## src/rtl/qcw_pkg.sv

```systemverilog
package qcw_pkg;
  localparam int QID_W = 9;
  localparam logic [QID_W-1:0] VOQ_BASE    = 9'd504;
  localparam logic [QID_W-1:0] DGRAM_BASE  = 9'd440;
  localparam logic [QID_W-1:0] RETURN_BASE = 9'd128;

  typedef enum logic [1:0] {
    KIND_HASH   = 2'd0,
    KIND_QID    = 2'd1,
    KIND_SWITCH = 2'd2,
    KIND_RETURN = 2'd3
  } kind_e;
endpackage

```

## src/rtl/qcw_qid_map.sv

```systemverilog
module qcw_qid_map
  import qcw_pkg::*;
(
  input  logic [1:0]       kind_i,
  input  logic [QID_W-1:0] qid_i,
  input  logic [2:0]       port_i,
  input  logic [5:0]       hash_i,
  output logic [QID_W-1:0] qid_o
);
  always_comb begin
    unique case (kind_e'(kind_i))
      KIND_HASH:   qid_o = DGRAM_BASE + QID_W'(hash_i);
      KIND_QID:    qid_o = qid_i;
      KIND_SWITCH: qid_o = VOQ_BASE + QID_W'(port_i);
      default:     qid_o = RETURN_BASE | QID_W'(qid_i[6:0]);
    endcase
  end
endmodule

```

## src/rtl/qcw_desc_fifo.sv

```systemverilog
module qcw_desc_fifo #(
  parameter  int EW    = 21,
  parameter  int DEPTH = 4,
  localparam int AW    = (DEPTH > 1) ? $clog2(DEPTH) : 1,
  localparam int CW    = $clog2(DEPTH + 1)
) (
  input  logic          clk_i,
  input  logic          rst_ni,
  input  logic          push_i,
  input  logic          pop_i,
  input  logic [EW-1:0] din_i,
  output logic [EW-1:0] head_o,
  output logic          empty_o,
  output logic          full_o
);
  logic [EW-1:0] mem_q [DEPTH];
  logic [AW-1:0] wp_q, rp_q;
  logic [CW-1:0] cnt_q;

  function automatic logic [AW-1:0] nxt(input logic [AW-1:0] p);
    return (p == AW'(DEPTH - 1)) ? '0 : p + AW'(1);
  endfunction

  assign empty_o = (cnt_q == '0);
  assign full_o  = (cnt_q == CW'(DEPTH));
  assign head_o  = mem_q[rp_q];

  always_ff @(posedge clk_i) begin
    if (push_i) mem_q[wp_q] <= din_i;
  end

  always_ff @(posedge clk_i or negedge rst_ni) begin
    if (!rst_ni) begin
      wp_q  <= '0;
      rp_q  <= '0;
      cnt_q <= '0;
    end else begin
      if (push_i) wp_q <= nxt(wp_q);
      if (pop_i)  rp_q <= nxt(rp_q);
      cnt_q <= cnt_q + CW'(push_i) - CW'(pop_i);
    end
  end


  depth_chk: assert property (@(posedge clk_i) disable iff (!rst_ni)
    cnt_q <= CW'(DEPTH));

  pop_nonempty_chk: assert property (@(posedge clk_i) disable iff (!rst_ni)
    pop_i |-> !empty_o);
endmodule

```

## src/rtl/qcw_wdrr.sv

```systemverilog
module qcw_wdrr #(
  parameter  int NQ  = 8,
  parameter  int LW  = 12,
  localparam int SW  = $clog2(NQ),
  localparam int DFW = LW + 1
) (
  input  logic                   clk_i,
  input  logic                   rst_ni,
  input  logic [NQ-1:0]          empty_i,
  input  logic [NQ-1:0][LW-1:0]  head_len_i,
  input  logic [NQ-1:0][LW-1:0]  quota_i,
  input  logic                   ready_i,
  output logic                   valid_o,
  output logic                   pop_o,
  output logic [SW-1:0]          sel_o
);
  logic           serve_q;
  logic [SW-1:0]  cur_q;
  logic [DFW-1:0] def_q [NQ];
  logic [DFW-1:0] head;
  logic           fits, idle;
  logic [SW-1:0]  cur_nxt;

  assign head    = {1'b0, head_len_i[cur_q]};
  assign fits    = head <= def_q[cur_q];
  assign idle    = &empty_i;
  assign cur_nxt = (cur_q == SW'(NQ - 1)) ? '0 : cur_q + SW'(1);
  assign valid_o = serve_q && !empty_i[cur_q] && fits;
  assign pop_o   = valid_o && ready_i;
  assign sel_o   = cur_q;

  always_ff @(posedge clk_i or negedge rst_ni) begin
    if (!rst_ni) begin
      serve_q <= 1'b0;
      cur_q   <= '0;
      for (int i = 0; i < NQ; i++) def_q[i] <= '0;
    end else if (idle) begin
      serve_q <= 1'b0;
      cur_q   <= '0;
      for (int i = 0; i < NQ; i++) def_q[i] <= '0;
    end else if (ready_i) begin
      if (!serve_q) begin
        if (empty_i[cur_q]) begin
          def_q[cur_q] <= '0;
          cur_q        <= cur_nxt;
        end else begin
          def_q[cur_q] <= def_q[cur_q] + DFW'(quota_i[cur_q]);
          serve_q      <= 1'b1;
        end
      end else if (empty_i[cur_q]) begin
        def_q[cur_q] <= '0;
        cur_q        <= cur_nxt;
        serve_q      <= 1'b0;
      end else if (fits) begin
        def_q[cur_q] <= def_q[cur_q] - head;
      end else begin
        cur_q   <= cur_nxt;
        serve_q <= 1'b0;
      end
    end
  end


  rewind_chk: assert property (@(posedge clk_i) disable iff (!rst_ni)
    idle |=> (sel_o == '0) && !valid_o);
endmodule

```

## src/rtl/qcw_top.sv

```systemverilog
module qcw_top
  import qcw_pkg::*;
#(
  parameter  int NQ        = 8,
  parameter  int DEPTH     = 4,
  parameter  int LW        = 12,
  parameter  int QUOTA_RST = 1500,
  localparam int SW        = $clog2(NQ),
  localparam int BW        = LW + $clog2(DEPTH + 1),
  localparam int EW        = QID_W + LW
) (
  input  logic             clk_i,
  input  logic             rst_ni,
  input  logic             enq_valid_i,
  input  logic [1:0]       enq_kind_i,
  input  logic [QID_W-1:0] enq_qid_i,
  input  logic [2:0]       enq_port_i,
  input  logic [5:0]       enq_hash_i,
  input  logic [LW-1:0]    enq_len_i,
  output logic             drop_o,
  input  logic             cfg_we_i,
  input  logic [SW-1:0]    cfg_slot_i,
  input  logic [BW-1:0]    cfg_thresh_i,
  input  logic [LW-1:0]    cfg_quota_i,
  input  logic [SW-1:0]    qry_slot_i,
  output logic [BW-1:0]    qry_bytes_o,
  output logic             deq_valid_o,
  input  logic             deq_ready_i,
  output logic [QID_W-1:0] deq_qid_o,
  output logic [LW-1:0]    deq_len_o
);
  logic [QID_W-1:0]        map_qid;
  logic [SW-1:0]           slot;
  logic [BW-1:0]           thresh_q [NQ];
  logic [NQ-1:0][LW-1:0]   quota_q;
  logic [BW-1:0]           bytes_q  [NQ];
  logic [NQ-1:0]           empty, full;
  logic [EW-1:0]           head     [NQ];
  logic [NQ-1:0][LW-1:0]   head_len;
  logic [BW:0]             want;
  logic                    fits, accept, pop;
  logic [SW-1:0]           sel;

  qcw_qid_map u_map (
    .kind_i (enq_kind_i),
    .qid_i  (enq_qid_i),
    .port_i (enq_port_i),
    .hash_i (enq_hash_i),
    .qid_o  (map_qid)
  );

  assign slot   = map_qid[SW-1:0];
  assign want   = {1'b0, bytes_q[slot]} + (BW+1)'(enq_len_i);
  assign fits   = (want <= {1'b0, thresh_q[slot]}) && !full[slot];
  assign accept = enq_valid_i && fits;

  always_ff @(posedge clk_i or negedge rst_ni) begin
    if (!rst_ni) drop_o <= 1'b0;
    else         drop_o <= enq_valid_i && !fits;
  end

  always_ff @(posedge clk_i or negedge rst_ni) begin
    if (!rst_ni) begin
      for (int i = 0; i < NQ; i++) begin
        thresh_q[i] <= '1;
        quota_q[i]  <= LW'(QUOTA_RST);
      end
    end else if (cfg_we_i) begin
      thresh_q[cfg_slot_i] <= cfg_thresh_i;
      quota_q[cfg_slot_i]  <= cfg_quota_i;
    end
  end

  for (genvar g = 0; g < NQ; g++) begin : g_slot
    logic push_g, pop_g;
    assign push_g      = accept && (slot == SW'(g));
    assign pop_g       = pop && (sel == SW'(g));
    assign head_len[g] = head[g][LW-1:0];

    qcw_desc_fifo #(.EW(EW), .DEPTH(DEPTH)) u_fifo (
      .clk_i   (clk_i),
      .rst_ni  (rst_ni),
      .push_i  (push_g),
      .pop_i   (pop_g),
      .din_i   ({map_qid, enq_len_i}),
      .head_o  (head[g]),
      .empty_o (empty[g]),
      .full_o  (full[g])
    );

    always_ff @(posedge clk_i or negedge rst_ni) begin
      if (!rst_ni) bytes_q[g] <= '0;
      else bytes_q[g] <= bytes_q[g]
                         + (push_g ? BW'(enq_len_i)   : '0)
                         - (pop_g  ? BW'(head_len[g]) : '0);
    end
  end

  qcw_wdrr #(.NQ(NQ), .LW(LW)) u_sched (
    .clk_i      (clk_i),
    .rst_ni     (rst_ni),
    .empty_i    (empty),
    .head_len_i (head_len),
    .quota_i    (quota_q),
    .ready_i    (deq_ready_i),
    .valid_o    (deq_valid_o),
    .pop_o      (pop),
    .sel_o      (sel)
  );

  assign deq_qid_o   = head[sel][EW-1:LW];
  assign deq_len_o   = head_len[sel];
  assign qry_bytes_o = bytes_q[qry_slot_i];


  hold_chk: assert property (@(posedge clk_i) disable iff (!rst_ni)
    deq_valid_o && !deq_ready_i |=> deq_valid_o && $stable(deq_qid_o) && $stable(deq_len_o));

  drop_cause_chk: assert property (@(posedge clk_i) disable iff (!rst_ni)
    drop_o |-> $past(enq_valid_i));

  room_chk: assert property (@(posedge clk_i) disable iff (!rst_ni)
    deq_valid_o |-> bytes_q[sel] >= BW'(deq_len_o));
endmodule

```

## config.mk

```make
export PLATFORM = sky130hd
export DESIGN_NAME = qcw_top
export DESIGN_NICKNAME = d
export VERILOG_FILES = /design/src/rtl/qcw_pkg.sv /design/src/rtl/qcw_qid_map.sv /design/src/rtl/qcw_desc_fifo.sv /design/src/rtl/qcw_wdrr.sv /design/src/rtl/qcw_top.sv
export SDC_FILE = /design/constraint.sdc
export NUM_CORES = 2
export LEC_CHECK = 0
export ABC_AREA = 1
export ABC_CLOCK_PERIOD_IN_PS = 7700
export BUFFER_PORTS_ARGS = -buffer_cell sky130_fd_sc_hd__buf_2
export CORE_ASPECT_RATIO = 0.75
export CORE_MARGIN = 4
export CORE_UTILIZATION = 48
export CTS_CLUSTER_DIAMETER = 100
export DETAILED_ROUTE_END_ITERATION = 12
export GPL_TIMING_DRIVEN = 0
export RECOVER_POWER = 25
export SETUP_SLACK_MARGIN = 0.2
export SLEW_MARGIN = 15
export SYNTH_ARGS = -nofsm -noshare
export SYNTH_HDL_FRONTEND = slang
export SYNTH_SLANG_ARGS = --single-unit
```

## constraint.sdc

```tcl
create_clock -name clk_i -period 7.7 [get_ports clk_i]
set_input_delay 0.385 -clock clk_i [delete_from_list [all_inputs] [get_ports clk_i]]
set_output_delay 0.385 -clock clk_i [all_outputs]
set_load 0.02 [all_outputs]
```

* Yosys cells after proc, flatten, opt, wreduce, memory -nomap -nowiden
Memory sizes are Yosys's and may differ from the RTL's.
Index checks and enable logic that the tools add are counted.
** Storage, ports and cells
- Register bits after elaboration :: 501
- Output and inout bits :: 38
- Input port bits :: 70
- Memories kept :: 8
- RAM bits :: 672
- Word-level logic and storage cells :: 326
** Memory list
- g_slot[0].u_fifo.mem_q :: depth 4, width 21, read ports 1, clocked after memory_dff 0, write ports 1, RTL line qcw_desc_fifo.sv:16 : logic [EW-1:0] mem_q [DEPTH];
- g_slot[1].u_fifo.mem_q :: depth 4, width 21, read ports 1, clocked after memory_dff 0, write ports 1, RTL line qcw_desc_fifo.sv:16
- g_slot[2].u_fifo.mem_q :: depth 4, width 21, read ports 1, clocked after memory_dff 0, write ports 1, RTL line qcw_desc_fifo.sv:16
- g_slot[3].u_fifo.mem_q :: depth 4, width 21, read ports 1, clocked after memory_dff 0, write ports 1, RTL line qcw_desc_fifo.sv:16
- g_slot[4].u_fifo.mem_q :: depth 4, width 21, read ports 1, clocked after memory_dff 0, write ports 1, RTL line qcw_desc_fifo.sv:16
- g_slot[5].u_fifo.mem_q :: depth 4, width 21, read ports 1, clocked after memory_dff 0, write ports 1, RTL line qcw_desc_fifo.sv:16
- +2 memories
** Operators by class
- $lt $le $gt $ge :: 12
- Muxes and demuxes :: 101
- Add/sub/neg operators :: 54
- Reductions and logical operators :: 44
- Eq/ne operators :: 42
- Bitwise operators :: 6
** Operators by type and width (number)
- two-way mux 104 bit :: 6
- two-way mux 12 bit :: 19
- bitwise mux 104 bit :: 2
- binary-select mux 15 bit (select 3 bit) :: 3
- adder 15 x 12 -> 15 bit :: 8
- bitwise mux 120 bit :: 1
- subtractor 15 x 12 -> 15 bit :: 8
- two-way mux 15 bit :: 7
- AND 104 bit :: 1
- NOT 104 bit :: 1
- bitwise mux 96 bit :: 1
- binary-select mux 12 bit (select 3 bit) :: 2
- binary-select mux 21 bit (select 3 bit) :: 1
- equality test 3 bit, second input constant :: 16
- demux 15 bit (select 3 bit) :: 1
- two-way mux 21 bit :: 2
- binary-select mux 13 bit (select 3 bit) :: 1
- demux 13 bit (select 3 bit) :: 1
- two-way mux 13 bit :: 3
- demux 12 bit (select 3 bit) :: 1
- equality test 2 bit, second input constant :: 17
- adder 2 x 1 -> 2 bit, second input constant :: 16
- two-way mux 2 bit :: 16
- logical NOT 3 bit :: 10
- 32 further kinds :: 115

* Longest topological paths before layout
- Depth in word-level cells :: 14
- Mapped depth :: 48
- Mapped depth without buffers :: 47

* Modules after synthesis
A second synthesis with hierarchy kept.
** Second synthesis, totals
- Cells, all modules :: 7828
- Area, all modules :: 66437.5 sq um
** By module, submodules not included
- qcw_desc_fifo :: area an instance 3977.6 sq um, times used 8, cells each 379, seq. area each 2697.6 sq um
- qcw_top :: area an instance 24861.3 sq um, times used 1, cells each 3194, seq. area each 8653.3 sq um
- qcw_wdrr :: area an instance 9537.9 sq um, times used 1, cells each 1561, seq. area each 2702.6 sq um
- qcw_qid_map :: area an instance 217.7 sq um, times used 1, cells each 41, seq. area each 0.0 sq um

* Least setup slack after synthesis
OpenSTA, ideal clock, no wires.
- Path kind :: input port to flip-flop
- Start point :: input port enq_kind_i[1]
- End point :: register bytes_q[58] in the netlist's numbering
- Cell stages on the path :: 37
- Required time :: 7621 ps
- Library setup time :: 79 ps
- Buffers on the path :: 4
- Arrival time :: 7115 ps
- Slack :: 506 ps
- Cells stage by stage :: nor2_2 > nand2_2 > nand3_4 > buf_4 > nand2_1 > inv_1 > clkbuf_1 > buf_1 > nand2_1 > o2111ai_1 > o32ai_1 > ha_1 > a21o_1 > a31oi_1 > o311ai_0 > nand3_1 > xnor2_1 > ha_1 > nand2_1 > nor4b_1 > nand3_1 > a21oi_4 > nand4_2 > inv_2 > buf_4 > nand2_1 > fa_1 > inv_1 > ha_1 > nand2_1 > or2_2 > nand3_1 > a21boi_0 > o21ai_0 > a21oi_1 > o21bai_1 > xor2_1
** On the way
- Longest elaborated chain between the ends :: 14
- Elaborated cells on any way between the ends :: 23
- Classes of those cells :: 3 x add/sub; 1 x order compare; 3 x eq/ne; 10 x mux; 1 x bitwise; 5 x reduce/logical
** Ends and longest elaborated chain
- from (decl) :: RTL line qcw_top.sv:15 : input logic [1:0] enq_kind_i,
- equality test 2 bit, or another cell as far along :: RTL line qcw_qid_map.sv:11 : unique case (kind_e'(kind_i))
- one-hot mux 9 bit (3 select lines) * :: RTL line qcw_qid_map.sv:11
- net g_slot[0].u_fifo.din_i[12] :: RTL line qcw_desc_fifo.sv:11 : input logic [EW-1:0] din_i,
- NOT 3 -> 4 bit (not written as such) :: RTL line qcw_top.sv:53, qcw_top.sv:54
- binary-select mux 15 bit (select 3 bit) :: RTL line qcw_top.sv:53 : assign want = {1'b0, bytes_q[slot]} + (BW+1)'(enq_len_i);
- two-way mux 15 bit (not written as such) (2 in series) :: RTL line qcw_top.sv:53
- adder 15 x 12 -> 16 bit :: RTL line qcw_top.sv:53
- <= comparator 16 x 15 -> 1 bit :: RTL line qcw_top.sv:54 : assign fits = (want <= {1'b0, thresh_q[slot]}) && !full[slot];
- logical AND 1 bit :: RTL line qcw_top.sv:54
- logical AND 1 bit :: RTL line qcw_top.sv:55 : assign accept = enq_valid_i && fits;
- logical AND 1 bit * :: RTL line qcw_top.sv:76 : assign push_g = accept && (slot == SW'(g));
- two-way mux 12 bit * :: RTL line qcw_top.sv:94 : + (push_g ? BW'(enq_len_i) : '0)
- adder 15 x 12 -> 15 bit * :: RTL line qcw_top.sv:94
- subtractor 15 x 12 -> 15 bit * :: RTL line qcw_top.sv:95 : - (pop_g ? BW'(head_len[g]) : '0);
- to (signal, indexed assignment) :: RTL line qcw_top.sv:93 : else bytes_q[g] <= bytes_q[g]
- to (decl) :: RTL line qcw_top.sv:36 : logic [BW-1:0] bytes_q [NQ];
Mark *: on every way through the listed nets, which the timed path passes. The rest lies on a longest branch. The select of a mux whose other input is x is not followed.
A chain may end at the register's enable or synchronous reset.

* Final worst setup path
- Start point :: input port enq_kind_i[0]
- End point :: register bytes_q[86] in the netlist's numbering
** On the way
- Longest elaborated chain between the ends :: 14
- Elaborated cells on any way between the ends :: 23
- Classes of those cells :: 3 x add/sub; 1 x order compare; 3 x eq/ne; 10 x mux; 1 x bitwise; 5 x reduce/logical
** Ends and longest elaborated chain (RTL line)
- equality test 2 bit, or another cell as far along :: qcw_qid_map.sv:11
- one-hot mux 9 bit (3 select lines) * :: qcw_qid_map.sv:11
- NOT 3 -> 4 bit (not written as such) :: qcw_top.sv:53, qcw_top.sv:54
- binary-select mux 15 bit (select 3 bit) :: qcw_top.sv:53
- two-way mux 15 bit (not written as such) (2 in series) :: qcw_top.sv:53
- adder 15 x 12 -> 16 bit :: qcw_top.sv:53
- <= comparator 16 x 15 -> 1 bit :: qcw_top.sv:54
- logical AND 1 bit :: qcw_top.sv:54
- logical AND 1 bit :: qcw_top.sv:55
- logical AND 1 bit * :: qcw_top.sv:76
- two-way mux 12 bit * :: qcw_top.sv:94
- adder 15 x 12 -> 15 bit * :: qcw_top.sv:94
- subtractor 15 x 12 -> 15 bit * :: qcw_top.sv:95
Mark *: on every way between the ends. The rest lies on a longest branch, timed or not. The select of a mux whose other input is x is not followed.

==> results.txt <==
Status: finished with violations
Failing checks: max-capacitance violations, max-slew violations
Most common cell after layout, fill and taps aside: nand2_1
Rows: 113
Max incr delay on CP: 0.54 ns
Die height: 317 um
Clk sinks: 1173
Simple-gate share of the synthesized area: 17.5%
Share of post-route cells with drive strength above 1: 11.7%
Worst Path Buf+Inv: 11
Post-Synth XOR/XNOR Area: 2.09%
Largest family of logic cells by synthesized area: simple AND/OR/NAND/NOR gates
Worst path slowest cell: fa_1
Max-slew violations: 606
Pre-CTS WS: -4.22 ns
Synth Area in Compound Gates: 12.3%
DRC viols: 0
WP data arrival: 7.97 ns
Slew HR: -248%
Worst hold endpoint: thresh_q[93]$_DFFE_PN1P_
DIE WIDTH: 420 um
Post-route ant nets: 0
Multi-input gate area: 25400 um2
CP Launch Type: input pin
Routed via count: 50900
Vias/cell: 5.92
Required @ worst endpoint: 8.31 ns
DRT Wirelength: 230000 um
Clk buf depth: 3
Reg2reg end: bytes_q[116]$_DFF_PN0_
Critical path capture point type: flop
First-pass GRT wire length: 328000 um
Antenna violations before repair: 15
Sequential area share after synthesis: 53.8%
First-pass DRT Iterations: 10
H-tree depth: 3
Count of cell types in the netlist: 59
Global route total overflow: 0
Drt wl/cell: 26.8 um
Overall routing resource usage: 34.1%
Max Cap Viol: 16
Worst-path clk slew: 0.07 ns
I/O pin total: 108
DR iter-0 viols: 6957
Largest net degree at the start of global routing: 102
Adder-cell share of the synthesized area: 8.28%
Family with the most delay on the worst path: compound AO/OA/AOI/OAI gates
Synthesis-to-layout area growth: 14.4%
Period minus WS final: 7.36 ns
Most frequent cells in the layout: 1661 x nand2_1, 672 x edfxtp_1, 614 x inv_1, 557 x o21ai_0, 405 x nor2_1
Die area: 133000 um2
CTS tree: yes
Syn Area/Cell: 9.42 um2
Clock Skew: 0.0740 ns
DPL Wire Length: 168000 um
Min-delay src: cfg_thresh_i[3]
RSZ-0062 raised after global routing: false
Root Buffer: clkbuf_16
Clock buffer count from CTS: 116
Achievable clock frequency: 136 MHz
R2R Path Start: u_sched.sel_o[1]$_DFFE_PN0P_
Most frequent CP cell: nand2_1
Crit share post-route: 95.6%
RePlAce Congestion: 1.04
R2R Setup Slk: 0.39 ns
Maximum VDD drop: 0.000305 V
Post-synth EDFFs: 672
Synth warnings: 0
Pwr/cell area: 456 nW/um2
Placed Cells: 8292
Vias in the first global route: 46800
Final Hold Viols: 0
Crit Path Category: input pin to flop
CP Depth: 44
Filler instances: 11400
Clk Latency, worst-skew pair: 0.79 ns
Post-Syn Instances: 6495
Final setup viols: 0
Initial Util: 48.3%
Dominant synthesized flop cell: edfxtp_1
Port bufs: 104
Synth Register Bits: 1173
FF/Latch Area: 32900 um2
Worst R2R Path Depth: 30
Total core area: 127000 um2
Leakage power: 29.6 nW
Syn_nets: 6906
Worst hold path depth: 3
Maximum fanout along the worst path: 10
Final #Nets: 7235
Tightest Pin Transition: 5.22 ns
Multiplexer share of the synthesized area: 0.0164%
Final non-filler cell total: 8599
Ys async rst share: 42.7%
Final setup margin: 0.337 ns
Mapped Area: 61200 um2
Worst hold path type: input pin to flop
worst reg2reg max path: cells and delay by family (launching register included):
| family | cells | cell delay [ns] |
|---|---|---|
| AOI/OAI and AO/OA | 8 | 1.51 |
| DFF | 1 | 0.41 |
| adders and majority gates | 3 | 0.97 |
| xor gates and xnor gates | 1 | 0.16 |
| buffers and inverters | 7 | 1.98 |
| and+or+nand+nor | 11 | 2.19 |
layout make-up:
type | count | share of cell area, %
sequential | 1173 | 47.0
buffer | 300 | 2.03
timing repair buffer | 211 | 2.23
multi-input combinational | 4364 | 36.3
clock buffer | 160 | 4.75
clock inverter | 59 | 1.02
tap | 1667 | 2.98
inverter | 658 | 3.61
antenna | 7 | 0.0250
timing repair:
item | in CTS | in global routing
buffers inserted | 27 | 27
endpoints found under the hold margin | 272 | 0
cloned | 3 | 1
setup endpoints to repair | 834 | 63
hold buffers | 25 | 0
pin swaps | 11 | 14
resized for setup | 128 | 125
power breakdown:
group	switching, W	total, W	internal [W]
clock network	0.00267	0.00611	0.00344
registers	0.000788	0.00871	0.00792
logic	0.0119	0.0171	0.00520
state kept, by name (all words and copies together) (netlist names):
register / count
drop_o: 1
bytes_q: 120
g_slot.u_fifo.rp_q: 16
g_slot.u_fifo.cnt_q: 24
u_sched.def_q: 104
g_slot.u_fifo.mem_q: 672
quota_q: 96
g_slot.u_fifo.wp_q: 16
thresh_q: 120
u_sched.serve_q: 1
u_sched.sel_o: 3
cells in the mapped netlist, types with 9 or more instances:
cell type	instances	area [um2]
a21o_1	17	128
a21oi_1	274	1370
a221oi_1	45	394
a22o_1	11	96.3
a22oi_1	55	413
a31oi_1	20	125
a32o_1	38	380
buf_1	33	124
buf_2	24	120
buf_4	10	75.1
clkbuf_1	234	878
clkinv_1	11	41.3
dfrtp_1	325	8130
dfstp_2	176	4620
edfxtp_1	672	20200
fa_1	107	2140
ha_1	234	2930
inv_1	618	2320
inv_2	28	105
nand2_1	1671	6270
nand3_1	332	1660
nand3_2	14	140
nand4_1	55	344
nand4_2	9	113
nor2_1	439	1650
nor2_2	11	68.8
nor3_1	21	105
nor4_1	13	81.3
o2111ai_1	20	175
o21ai_0	569	2850
o21ai_1	10	50.1
o22ai_1	174	1090
o31ai_1	11	82.6
o32ai_1	13	114
xnor2_1	52	455
xor2_1	94	823
worst max path at each step:
| stage | startpoint | to | slack [ns] |
|---|---|---|---|
| 6_report | enq_kind_i[0] | bytes_q[86]$_DFF_PN0_ | 0.34 |
| 5_1_grt | enq_kind_i[0] | bytes_q[58]$_DFF_PN0_ | 0.1 |
| 4_1_cts | enq_kind_i[0] | bytes_q[10]$_DFF_PN0_ | 0.21 |
| 3_5_place_dp | enq_kind_i[1] | bytes_q[10]$_DFF_PN0_ | -4.22 |
| 3_3_place_gp | rst_ni | bytes_q[27]$_DFF_PN0_ | -5.15 |
| 2_1_floorplan | enq_kind_i[1] | bytes_q[58]$_DFF_PN0_ | 0.51 |
through the flow:
stage | instance area, um2 | power (W) | TNS [ns] | hold slack, ns | util [%]
after global placement | 63800 | 0.0243 | -4302.55 | 0.462 | 50.4
after global routing | 70000 | 0.0337 | 0 | 0.0455 | 55.3
after floorplan | 61200 | 0.0188 | 0 | 0.0894 | -
final | 70000 | 0.0319 | 0 | 0.0530 | 55.3
after detailed placement | 64500 | 0.0247 | -1847.78 | 0.256 | 51.0
after CTS | 69600 | 0.0311 | 0 | 0.00405 | 54.9
cells by family after synthesis:
group                    count (synthesis)
AO/OA/AOI/OAI                         1284
XOR/XNOR                               146
adder cells (fa/ha/maj)                341
buffers and inverters                  960
flip-flops                            1173
multiplexers                             1
AND/OR/NAND/NOR                       2590
metal layers:
metal	up-vias	part of all wire, %	GRT usage (%)
met2	2916	40	46.7
met4	10	4.2	12.2
met5	-	0.13	0
met3	459	13	10.6
met1	24900	43	50.6
li1	22700	-	-
Note: power is estimated with default switching activity, not from simulation.
